==> config.mk <==
export PLATFORM = sky130hd
export DESIGN_NAME = vq_manager
export DESIGN_NICKNAME = d
export VERILOG_FILES = /design/src/rtl/vq_pkg.sv /design/src/rtl/vq_free_list.sv /design/src/rtl/vq_link_store.sv /design/src/rtl/vq_admit.sv /design/src/rtl/vq_manager.sv
export SDC_FILE = /design/constraint.sdc
export NUM_CORES = 2
export LEC_CHECK = 0
export ABC_AREA = 0
export BUFFER_PORTS_ARGS = -buffer_cell sky130_fd_sc_hd__buf_2
export CORE_MARGIN = 1.5
export CORE_UTILIZATION = 28
export CTS_BUF_LIST = sky130_fd_sc_hd__clkbuf_16
export CTS_CLUSTER_SIZE = 10
export DETAILED_ROUTE_END_ITERATION = 12
export GPL_ROUTABILITY_DRIVEN = 0
export GPL_TIMING_DRIVEN = 0
export HOLD_SLACK_MARGIN = 0.02
export PLACE_DENSITY = 0.46
export SLEW_MARGIN = 20
export SYNTH_ARGS = -nofsm -noshare
export SYNTH_HDL_FRONTEND = slang
export SYNTH_SLANG_ARGS = --single-unit
==> constraint.sdc <==
create_clock -name clk -period 13.7 [get_ports clk]
set_clock_uncertainty 0.2 [all_clocks]
set_input_delay 1.37 -clock clk [delete_from_list [all_inputs] [get_ports clk]]
set_output_delay 1.37 -clock clk [all_outputs]
set_load 0.01 [all_outputs]
==> src/rtl/vq_pkg.sv <==
package vq_pkg;

  // Which partition of the entry space an admitted descriptor consumes.
  typedef enum logic [1:0] {
    POOL_RSV = 2'd0,
    POOL_SHR = 2'd1,
    POOL_MC  = 2'd2
  } pool_e;

  // Storage tier chosen on arrival.
  typedef enum logic {
    TIER_FAST = 1'b0,
    TIER_BULK = 1'b1
  } tier_e;

endpackage

==> src/rtl/vq_free_list.sv <==
module vq_free_list #(
  parameter  int DEPTH = 32,
  localparam int IDX_W = $clog2(DEPTH)
) (
  input  logic             clk,
  input  logic             rst_n,
  input  logic             alloc_en,
  input  logic             free_en,
  input  logic [IDX_W-1:0] free_idx,
  output logic [IDX_W-1:0] alloc_idx
);

  logic [DEPTH-1:0] free_q, free_d;
  logic             free_upd;

  // lowest free entry wins
  always_comb begin
    alloc_idx = '0;
    for (int i = DEPTH - 1; i >= 0; i--) begin
      if (free_q[i]) alloc_idx = IDX_W'(i);
    end
  end

  always_comb begin
    free_d = free_q;
    if (alloc_en) free_d[alloc_idx] = 1'b0;
    if (free_en)  free_d[free_idx]  = 1'b1;
  end

  assign free_upd = alloc_en | free_en;

  always_ff @(posedge clk or negedge rst_n) begin
    if (!rst_n)        free_q <= '1;
    else if (free_upd) free_q <= free_d;
  end

  // an entry is only taken when one exists, and only returned when held
  p_alloc_has_space_r10: assert property (@(posedge clk) disable iff (!rst_n)
    alloc_en |-> (|free_q));
  p_free_only_held_r10: assert property (@(posedge clk) disable iff (!rst_n)
    free_en |-> !free_q[free_idx]);

endmodule

==> src/rtl/vq_link_store.sv <==
module vq_link_store
  import vq_pkg::*;
#(
  parameter  int DEPTH  = 32,
  parameter  int DESC_W = 16,
  localparam int IDX_W  = $clog2(DEPTH)
) (
  input  logic              clk,
  input  logic              wr_en,
  input  logic [IDX_W-1:0]  wr_idx,
  input  logic [DESC_W-1:0] wr_desc,
  input  tier_e             wr_tier,
  input  pool_e             wr_pool,
  input  logic              lnk_en,
  input  logic [IDX_W-1:0]  lnk_idx,
  input  logic [IDX_W-1:0]  lnk_val,
  input  logic [IDX_W-1:0]  rd_idx,
  output logic [DESC_W-1:0] rd_desc,
  output tier_e             rd_tier,
  output pool_e             rd_pool,
  output logic [IDX_W-1:0]  rd_next
);

  // payload-side storage: contents only meaningful while an entry is linked
  logic [DESC_W-1:0] ent_desc [DEPTH];
  tier_e             ent_tier [DEPTH];
  pool_e             ent_pool [DEPTH];
  logic [IDX_W-1:0]  ent_next [DEPTH];

  always_ff @(posedge clk) begin
    if (wr_en) begin
      ent_desc[wr_idx] <= wr_desc;
      ent_tier[wr_idx] <= wr_tier;
      ent_pool[wr_idx] <= wr_pool;
    end
    if (lnk_en) ent_next[lnk_idx] <= lnk_val;
  end

  assign rd_desc = ent_desc[rd_idx];
  assign rd_tier = ent_tier[rd_idx];
  assign rd_pool = ent_pool[rd_idx];
  assign rd_next = ent_next[rd_idx];

endmodule

==> src/rtl/vq_admit.sv <==
module vq_admit
  import vq_pkg::*;
#(
  parameter  int NUM_Q       = 8,
  parameter  int DEPTH       = 32,
  parameter  int RSV_PER_Q   = 1,
  parameter  int MC_POOL     = 5,
  parameter  int SHARED_POOL = 19,
  localparam int QID_W       = $clog2(NUM_Q),
  localparam int CW          = $clog2(DEPTH + 1)
) (
  input  logic             clk,
  input  logic             rst_n,
  input  logic             arr_valid,
  input  logic [QID_W-1:0] arr_qid,
  input  logic             arr_mc,
  input  logic [CW-1:0]    arr_count,
  input  logic [CW-1:0]    arr_limit,
  input  logic             rel_en,
  input  logic [QID_W-1:0] rel_qid,
  input  pool_e            rel_pool,
  output logic             admit,
  output pool_e            adm_pool
);

  logic [CW-1:0] rsv_q [NUM_Q];
  logic [CW-1:0] rsv_d [NUM_Q];
  logic [CW-1:0] shr_q, shr_d, mc_q, mc_d;
  logic          cnt_upd;

  // decision: depth limit, then own pool for multi-destination,
  // reserved quota then shared pool for unicast
  always_comb begin
    admit    = 1'b0;
    adm_pool = POOL_RSV;
    if (arr_valid && (arr_count < arr_limit)) begin
      if (arr_mc) begin
        if (mc_q < CW'(MC_POOL)) begin
          admit    = 1'b1;
          adm_pool = POOL_MC;
        end
      end else if (rsv_q[arr_qid] < CW'(RSV_PER_Q)) begin
        admit    = 1'b1;
        adm_pool = POOL_RSV;
      end else if (shr_q < CW'(SHARED_POOL)) begin
        admit    = 1'b1;
        adm_pool = POOL_SHR;
      end
    end
  end

  always_comb begin
    shr_d = shr_q;
    mc_d  = mc_q;
    for (int i = 0; i < NUM_Q; i++) rsv_d[i] = rsv_q[i];
    if (admit) begin
      case (adm_pool)
        POOL_RSV: rsv_d[arr_qid] = rsv_d[arr_qid] + CW'(1);
        POOL_SHR: shr_d = shr_d + CW'(1);
        POOL_MC:  mc_d  = mc_d + CW'(1);
        default:  ;
      endcase
    end
    if (rel_en) begin
      case (rel_pool)
        POOL_RSV: rsv_d[rel_qid] = rsv_d[rel_qid] - CW'(1);
        POOL_SHR: shr_d = shr_d - CW'(1);
        POOL_MC:  mc_d  = mc_d - CW'(1);
        default:  ;
      endcase
    end
  end

  assign cnt_upd = admit | rel_en;

  always_ff @(posedge clk or negedge rst_n) begin
    if (!rst_n) begin
      shr_q <= '0;
      mc_q  <= '0;
      for (int i = 0; i < NUM_Q; i++) rsv_q[i] <= '0;
    end else if (cnt_upd) begin
      shr_q <= shr_d;
      mc_q  <= mc_d;
      for (int i = 0; i < NUM_Q; i++) rsv_q[i] <= rsv_d[i];
    end
  end

  // shared pool never overdrawn nor released below zero
  p_shared_cap_r6: assert property (@(posedge clk) disable iff (!rst_n)
    shr_q <= CW'(SHARED_POOL));
  p_shared_underflow_r6: assert property (@(posedge clk) disable iff (!rst_n)
    (rel_en && rel_pool == POOL_SHR) |-> shr_q != '0);
  // multi-destination pool bounded
  p_mc_cap_r7: assert property (@(posedge clk) disable iff (!rst_n)
    mc_q <= CW'(MC_POOL));

endmodule

==> src/rtl/vq_manager.sv <==
module vq_manager
  import vq_pkg::*;
#(
  parameter  int NUM_PORTS     = 4,
  parameter  int NUM_TC        = 2,
  parameter  int DEPTH         = 32,
  parameter  int DESC_W        = 16,
  parameter  int RSV_PER_Q     = 1,
  parameter  int MC_POOL       = 5,
  parameter  int SHARED_POOL   = 19,
  parameter  int DEFAULT_LIMIT = 8,
  parameter  int CNT_W         = 8,
  localparam int PORT_W        = $clog2(NUM_PORTS),
  localparam int TC_W          = $clog2(NUM_TC),
  localparam int NUM_Q         = NUM_PORTS * NUM_TC,
  localparam int QID_W         = $clog2(NUM_Q),
  localparam int IDX_W         = $clog2(DEPTH),
  localparam int LIM_W         = $clog2(DEPTH + 1)
) (
  input  logic                   clk,
  input  logic                   rst_n,
  input  logic                   in_valid,
  input  logic [PORT_W-1:0]      in_port,
  input  logic [TC_W-1:0]        in_tc,
  input  logic                   in_mcast,
  input  logic [DESC_W-1:0]      in_desc,
  output logic                   req_valid,
  output logic [QID_W-1:0]       req_qid,
  input  logic                   gnt_valid,
  input  logic [QID_W-1:0]       gnt_qid,
  output logic                   deq_valid,
  output logic [QID_W-1:0]       deq_qid,
  output logic [DESC_W-1:0]      deq_desc,
  output logic                   deq_tier,
  input  logic                   cfg_we,
  input  logic [QID_W-1:0]       cfg_qid,
  input  logic [LIM_W-1:0]       cfg_limit,
  output logic                   gnt_err,
  output logic [CNT_W-1:0]       gnt_err_count,
  output logic [NUM_Q*CNT_W-1:0] drop_counts
);

  // reset: asserted asynchronously, released on a clock edge
  logic [1:0] rst_pipe;
  logic       rst_ni;

  always_ff @(posedge clk or negedge rst_n) begin
    if (!rst_n) rst_pipe <= '0;
    else        rst_pipe <= {rst_pipe[0], 1'b1};
  end
  assign rst_ni = rst_pipe[1];

  // per-queue context
  logic [IDX_W-1:0] head_q [NUM_Q];
  logic [IDX_W-1:0] head_d [NUM_Q];
  logic [IDX_W-1:0] tail_q [NUM_Q];
  logic [IDX_W-1:0] tail_d [NUM_Q];
  logic [LIM_W-1:0] cnt_q  [NUM_Q];
  logic [LIM_W-1:0] cnt_d  [NUM_Q];
  logic [LIM_W-1:0] lim_q  [NUM_Q];
  logic [LIM_W-1:0] lim_d  [NUM_Q];
  logic [CNT_W-1:0] drop_q [NUM_Q];
  logic [CNT_W-1:0] drop_d [NUM_Q];

  logic [QID_W-1:0]  arr_qid;
  logic              adm_ok;
  pool_e             adm_pool;
  logic              enq, gnt_hit, gnt_miss, becomes_head, drop_hit;
  tier_e             enq_tier;
  logic [IDX_W-1:0]  fl_alloc;
  logic [DESC_W-1:0] st_desc;
  tier_e             st_tier;
  pool_e             st_pool;
  logic [IDX_W-1:0]  st_next;
  logic              q_upd, drop_upd;
  logic [CNT_W-1:0]  err_cnt_d;

  always_comb arr_qid = QID_W'(int'(in_port) * NUM_TC + int'(in_tc));

  assign enq      = adm_ok;
  assign gnt_hit  = gnt_valid && (cnt_q[gnt_qid] != '0);
  assign gnt_miss = gnt_valid && (cnt_q[gnt_qid] == '0);
  assign drop_hit = in_valid && !adm_ok;
  assign enq_tier = (cnt_q[arr_qid] == '0) ? TIER_FAST : TIER_BULK;
  // new entry becomes the head if the queue is, or is about to be, empty
  assign becomes_head = (cnt_q[arr_qid] == '0) ||
                        (gnt_hit && (gnt_qid == arr_qid) && (cnt_q[arr_qid] == LIM_W'(1)));

  vq_admit #(
    .NUM_Q       (NUM_Q),
    .DEPTH       (DEPTH),
    .RSV_PER_Q   (RSV_PER_Q),
    .MC_POOL     (MC_POOL),
    .SHARED_POOL (SHARED_POOL)
  ) u_admit (
    .clk       (clk),
    .rst_n     (rst_ni),
    .arr_valid (in_valid),
    .arr_qid   (arr_qid),
    .arr_mc    (in_mcast),
    .arr_count (cnt_q[arr_qid]),
    .arr_limit (lim_q[arr_qid]),
    .rel_en    (gnt_hit),
    .rel_qid   (gnt_qid),
    .rel_pool  (st_pool),
    .admit     (adm_ok),
    .adm_pool  (adm_pool)
  );

  vq_free_list #(.DEPTH(DEPTH)) u_free (
    .clk       (clk),
    .rst_n     (rst_ni),
    .alloc_en  (enq),
    .free_en   (gnt_hit),
    .free_idx  (head_q[gnt_qid]),
    .alloc_idx (fl_alloc)
  );

  vq_link_store #(.DEPTH(DEPTH), .DESC_W(DESC_W)) u_store (
    .clk     (clk),
    .wr_en   (enq),
    .wr_idx  (fl_alloc),
    .wr_desc (in_desc),
    .wr_tier (enq_tier),
    .wr_pool (adm_pool),
    .lnk_en  (enq && !becomes_head),
    .lnk_idx (tail_q[arr_qid]),
    .lnk_val (fl_alloc),
    .rd_idx  (head_q[gnt_qid]),
    .rd_desc (st_desc),
    .rd_tier (st_tier),
    .rd_pool (st_pool),
    .rd_next (st_next)
  );

  // next state of queue contexts
  always_comb begin
    for (int q = 0; q < NUM_Q; q++) begin
      head_d[q] = head_q[q];
      tail_d[q] = tail_q[q];
      cnt_d[q]  = cnt_q[q];
      lim_d[q]  = lim_q[q];
      drop_d[q] = drop_q[q];
    end
    if (gnt_hit) begin
      head_d[gnt_qid] = st_next;
      cnt_d[gnt_qid]  = cnt_d[gnt_qid] - LIM_W'(1);
    end
    if (enq) begin
      tail_d[arr_qid] = fl_alloc;
      cnt_d[arr_qid]  = cnt_d[arr_qid] + LIM_W'(1);
      if (becomes_head) head_d[arr_qid] = fl_alloc;
    end
    if (cfg_we) lim_d[cfg_qid] = cfg_limit;
    if (drop_hit && (drop_q[arr_qid] != '1))
      drop_d[arr_qid] = drop_q[arr_qid] + CNT_W'(1);
  end

  assign q_upd     = enq | gnt_hit;
  assign drop_upd  = drop_hit;
  assign err_cnt_d = (gnt_err_count != '1) ? gnt_err_count + CNT_W'(1) : gnt_err_count;

  always_ff @(posedge clk or negedge rst_ni) begin
    if (!rst_ni) begin
      for (int q = 0; q < NUM_Q; q++) begin
        head_q[q] <= '0;
        tail_q[q] <= '0;
        cnt_q[q]  <= '0;
        lim_q[q]  <= LIM_W'(DEFAULT_LIMIT);
        drop_q[q] <= '0;
      end
    end else begin
      if (q_upd) begin
        for (int q = 0; q < NUM_Q; q++) begin
          head_q[q] <= head_d[q];
          tail_q[q] <= tail_d[q];
          cnt_q[q]  <= cnt_d[q];
        end
      end
      if (cfg_we) begin
        for (int q = 0; q < NUM_Q; q++) lim_q[q] <= lim_d[q];
      end
      if (drop_upd) begin
        for (int q = 0; q < NUM_Q; q++) drop_q[q] <= drop_d[q];
      end
    end
  end

  // registered outputs
  always_ff @(posedge clk or negedge rst_ni) begin
    if (!rst_ni) begin
      req_valid     <= 1'b0;
      req_qid       <= '0;
      deq_valid     <= 1'b0;
      deq_qid       <= '0;
      deq_desc      <= '0;
      deq_tier      <= 1'b0;
      gnt_err       <= 1'b0;
      gnt_err_count <= '0;
    end else begin
      req_valid <= enq;
      deq_valid <= gnt_hit;
      gnt_err   <= gnt_miss;
      if (enq) req_qid <= arr_qid;
      if (gnt_hit) begin
        deq_qid  <= gnt_qid;
        deq_desc <= st_desc;
        deq_tier <= st_tier;
      end
      if (gnt_miss) gnt_err_count <= err_cnt_d;
    end
  end

  for (genvar g = 0; g < NUM_Q; g++) begin : g_drop
    assign drop_counts[g*CNT_W +: CNT_W] = drop_q[g];
  end

  // every request answers an arrival of the previous cycle
  p_req_after_arrival_r1: assert property (@(posedge clk) disable iff (!rst_ni)
    req_valid |-> $past(in_valid));
  // a release is always preceded by a grant for the same queue
  p_release_needs_grant_r2: assert property (@(posedge clk) disable iff (!rst_ni)
    deq_valid |-> ($past(gnt_valid) && ($past(gnt_qid) == deq_qid)));
  // the admission unit never lets a queue exceed its limit
  p_limit_respected_r5: assert property (@(posedge clk) disable iff (!rst_ni)
    adm_ok |-> (cnt_q[arr_qid] < lim_q[arr_qid]));
  // a grant to an empty queue flags an error and releases nothing
  p_empty_grant_flag_r9: assert property (@(posedge clk) disable iff (!rst_ni)
    (gnt_valid && (cnt_q[gnt_qid] == '0)) |=> (gnt_err && !deq_valid));

endmodule

==> results by stage <==
Outcome:
- The flow ran to the end, and the final reports show no timing, DRC or antenna violations.

Critical path:
- In this run the critical register-to-register path is launched from cnt_q[6].
- Setup slack on the worst reg-to-reg path comes out at about 7.5 ns.
- On the critical path, the stage with the largest delay is an instance of nor3b_2.
- At the worst endpoint, the arrival time is approximately 9.9 ns.
- The largest single stage delay on the critical path is just over 1 ns.
- Walking the worst path, the cells encountered are buf_2 -> buf_2 -> buf_2 -> buf_2 -> nor3b_2 -> clkbuf_1 -> buf_1 -> a22o_1 -> a221oi_1 -> and3_1 -> ha_1 -> a21o_1 -> a21o_1 -> a221oi_1 -> nand2_1 -> a21o_1 -> nor2_1 -> nand3_1 -> nor3_2 -> buf_4 -> buf_4 -> buf_4.
- For the worst setup path, the data required time is roughly 14 ns.
- Counting cells, the worst reg-to-reg path comes to 16.
- The critical path endpoint category is a flip-flop.
- The worst setup path is of the primary input to flip-flop kind.
- The critical path launch point type is a primary input.
- The launch point of the worst path is in_port[1].
- In this run the worst path has a maximum fanout of 10.
- The cell with the most instances on the worst path is buf_2.
- The capture point of the worst reg-to-reg path is cnt_q[10].

CTS:
- Counting the buffers created by CTS gives around 140.
- The buffer depth of the longest clock path is 3.
- The number of buffers added for setup after CTS is 0.
- The maximum level of the CTS H-tree is 4.
- The later pin in the worst-skew pair is clocked with a latency of between 0.7 and 0.8 ns.
- Post-CTS repair changed the size of 0 cells.
- The number of sinks handled by clock tree synthesis is between 1000 and 1500.
- TritonCTS built the clock tree.
- The total of hold buffers inserted after clock tree synthesis is 0.
- The root buffer cell chosen for the clock tree is clkbuf_16.
- The clock transition at the registers of the reported paths is around 0.060 ns.

Placed design:
- Once placement completed, the tool counted placed cells totaling 5719.
- The post-DP HPWL is about 120000 um.
- The count of buffers from port buffering is ~130.

Logic synthesis:
- The flip-flop and latch count after synthesis is roughly 1100.
- The count of flip-flops with a built-in enable after synthesis is between 700 and 800.
- Ranked by total cell area, the synthesized netlist is headed by edfxtp_1 (47%), dfrtp_1 (17%), mux4_2 (9.8%).
- In this run the cell area of the synthesized design comes to approximately 0.05 mm^2.
- The largest area contributor in the synthesized netlist is edfxtp_1.
- The post-synthesis cell count is 3191.
- The yosys synthesis warning count is 0.
- The post-synthesis area per instance is 15.3 um^2.
- Synthesis produced a netlist with a net count of around 3200.
- After synthesis, the share of flip-flops with an asynchronous set or reset is between 30% and 40%.
- The share of synthesized area in the top cell type comes to 47.1%.
- The post-synthesis sequential area ratio is between 60% and 70%.
- Among all flip-flop cells after synthesis, the most frequent one is edfxtp_1.
- The count of distinct cell types in the synthesized netlist is 99.

Timing:
- Of the available clock period, the critical path in the final layout requires 70.7%.
- The hold violation total from the final report is 0.
- The achievable frequency is roughly 100 MHz.
- The count of final max-slew check failures came to 0.
- Counting I/O delays and the setup requirement, the final critical path takes about 9.7 ns.
- The worst pin sits at a relative slew slack of approximately 15%.
- Setup repair after global routing left no endpoint under its margin.
- The count of endpoints failing setup in the final report is 0.
- At the pin with the least slew margin, the transition time is approximately 1.3 ns.
- The total negative slack is 0 ns.

Floorplan:
- The total area inside the core boundary comes to 0.174 mm^2.
- The initial cell density of the core is 28.2%.
- The full die area is about 0.18 mm^2.
- The floorplan step set the die width to ~420 um.
- The die is 421 um tall.
- During I/O placement, the number of pins put on the boundary was about 140.
- The site row count is approximately 150.

Route:
- After detailed routing, the number of remaining DRC violations is 0.
- The total via count in the routed design is roughly 32000.
- Using the TritonRoute via totals, the vias-per-cell ratio works out to 5.31.
- Summed over all layers, the routed wires come to 171000 um.
- The average wire per standard cell is roughly 29 um.
- The count of nets left with antenna violations once routing finished came out at 0.
- The number of DRC markers in iteration 0 is roughly 3300.
- The first detailed-routing pass ran for 8 iterations.

Pwr:
- The power density over the cells is about 200 mW/mm^2.
- The worst-case IR drop observed on VDD is roughly 140 uV.
- In this run the static leakage power is 20.8 nW.

Cells and area:
- The filler cell count is approximately 17000.
- At the end of the flow, the number of nets in the layout was 3587.
- From synthesis to final layout, the design area changed by 18.5%.
- The number of standard cells in the layout, taps in and fillers out is a little under 6000.
- The fraction of layout cells with a size suffix above 1 is 25.8%.
- The core utilization of the finished layout is between 30% and 40%.

GRT:
- In the global route stage, overall resource usage came out at between 10% and 20%.
- The via count of the first global-routing pass came to ~32000.
- The initial antenna violation count is 10.
- The wire length of the first global-routing pass is 242000 um.
- Summed over all layers, the global routing overflow is 0.
- Entering global routing, the biggest net connects 50 pins.

Worst hold path:
- In this run the worst hold path is classified as flip-flop to async pin.

Flow run:
- The tool flagged a number of max-cap violations equal to 0.
where the power goes:
group / internal [mW] / total, mW / switching (mW)
sequential: 4.25 / 4.62 / 0.370
clock: 1.90 / 3.36 / 1.46
combinational: 1.40 / 3.74 / 2.34
cell type report:
type | count | area, um^2 | share of cell area, %
inverters | 31 | 119 | 0.205
flip-flops and latches | 1136 | 32300 | 55.7
repair buffers | 204 | 1790 | 3.09
well taps | 2325 | 2910 | 5.02
plain buffers | 188 | 885 | 1.53
multi-input cells | 1836 | 15900 | 27.4
diodes | 1 | 2.50 | 0.00431
clock inverters | 82 | 552 | 0.951
clock buffers | 140 | 3500 | 6.04
layout by cell type (no fill, tap or decap), drive strengths merged, types with 42 or more instances in the layout:
cell and instances:
edfxtp 768, dfrtp 328, buf 292, nand2 273, clkbuf 240, mux4 213
o21ai 197, nor2 180, mux2 157, inv 92, a22oi 77, mux2i 70
a22o 53, a221oi 53, a21oi 48, nor3 46, o211ai 42
cell usage after synthesis (all sizes together) (19+ instances only):
master	count
a211oi	19
a21oi	48
a221oi	53
a22o	53
a22oi	77
a31oi	40
buf	89
clkbuf	99
dfrtp	328
dfstp	40
edfxtp	768
inv	29
mux2	157
mux2i	70
mux4	213
nand2	273
nand2b	20
nand3	38
nand4	19
nor2	180
nor3	46
nor4	22
o211ai	42
o21ai	197
o22ai	22
xnor2	30
worst max-delay path by stage:
stage                              to  slack (ns)  cells past startpoint
3_3_place_gp         gnt_err_count[1]       -3.54                      0
4_1_cts        u_store.ent_desc[1][5]        4.11                     22
5_1_grt        u_store.ent_desc[1][3]        3.74                     22
6_report       u_store.ent_desc[1][5]        4.02                     22
2_1_floorplan                cnt_q[0]        2.55                      0
3_5_place_dp   u_store.ent_desc[1][3]        3.30                     22
stage by stage:
stage                     cell area, um^2  total power [mW]  setup slack (ns)  hold slack, ns
after global routing                58000              12.2              3.74          0.0487
after floorplan                     49000              6.88              2.55           0.131
after CTS                           58000              11.8              4.11          0.0365
after detailed placement            53900              8.42              3.30          0.0337
after global placement              52500              8.33             -3.54           0.137
final                               58000              11.7              4.02          0.0270
logic make-up (layout without fill, tap and decap cells):
group / count (synthesis) / in the layout / share of synthesized area (%)
adders and majority gates: 17 / 17 / 0.434
AOI/OAI and AO/OA: 644 / 644 / 9.11
DFF: 1136 / 1136 / 66.0
muxes: 440 / 440 / 14.9
other: 1 / 2 / 0.00766
and+or+nand+nor: 688 / 688 / 6.69
buffers and inverters: 219 / 645 / 2.01
xor gates and xnor gates: 46 / 46 / 0.869
state kept, by name, indices dropped and copies added, names as in the netlist, 2 cells and up:
| signal | count |
|---|---|
| u_admit.rsv_q | 48 |
| gnt_err_count | 8 |
| rst_pipe | 2 |
| deq_desc | 16 |
| u_admit.mc_q | 6 |
| u_store.ent_tier | 32 |
| req_qid | 3 |
| cnt_q | 48 |
| tail_q | 40 |
| u_free.free_q | 32 |
| u_store.ent_desc | 512 |
| head_q | 40 |
| lim_q | 48 |
| drop_counts | 64 |
| deq_qid | 3 |
| u_admit.shr_q | 6 |
| u_store.ent_pool | 64 |
| u_store.ent_next | 160 |
worst max-delay path, delay by kind of cell:
family / cells / cell delay (ns)
buffers and inverters: 9 / 3.49
AO/OA/AOI/OAI: 6 / 1.35
adder cells (fa/ha/maj): 1 / 0.32
AND/OR/NAND/NOR: 6 / 3.35
metal layers:
metal | routed length [um] | part of all wire [%] | vias up | global-route usage (%)
li1 | - | - | 13300 | -
met1 | 72800 | 43 | 16700 | 25.4
met2 | 82100 | 48 | 1226 | 30.9
met3 | 10400 | 6.1 | 278 | 3.27
met4 | 5280 | 3.1 | 8 | 6.35
met5 | 56 | 0.033 | - | 0
Power figures use the tool's default switching activity.
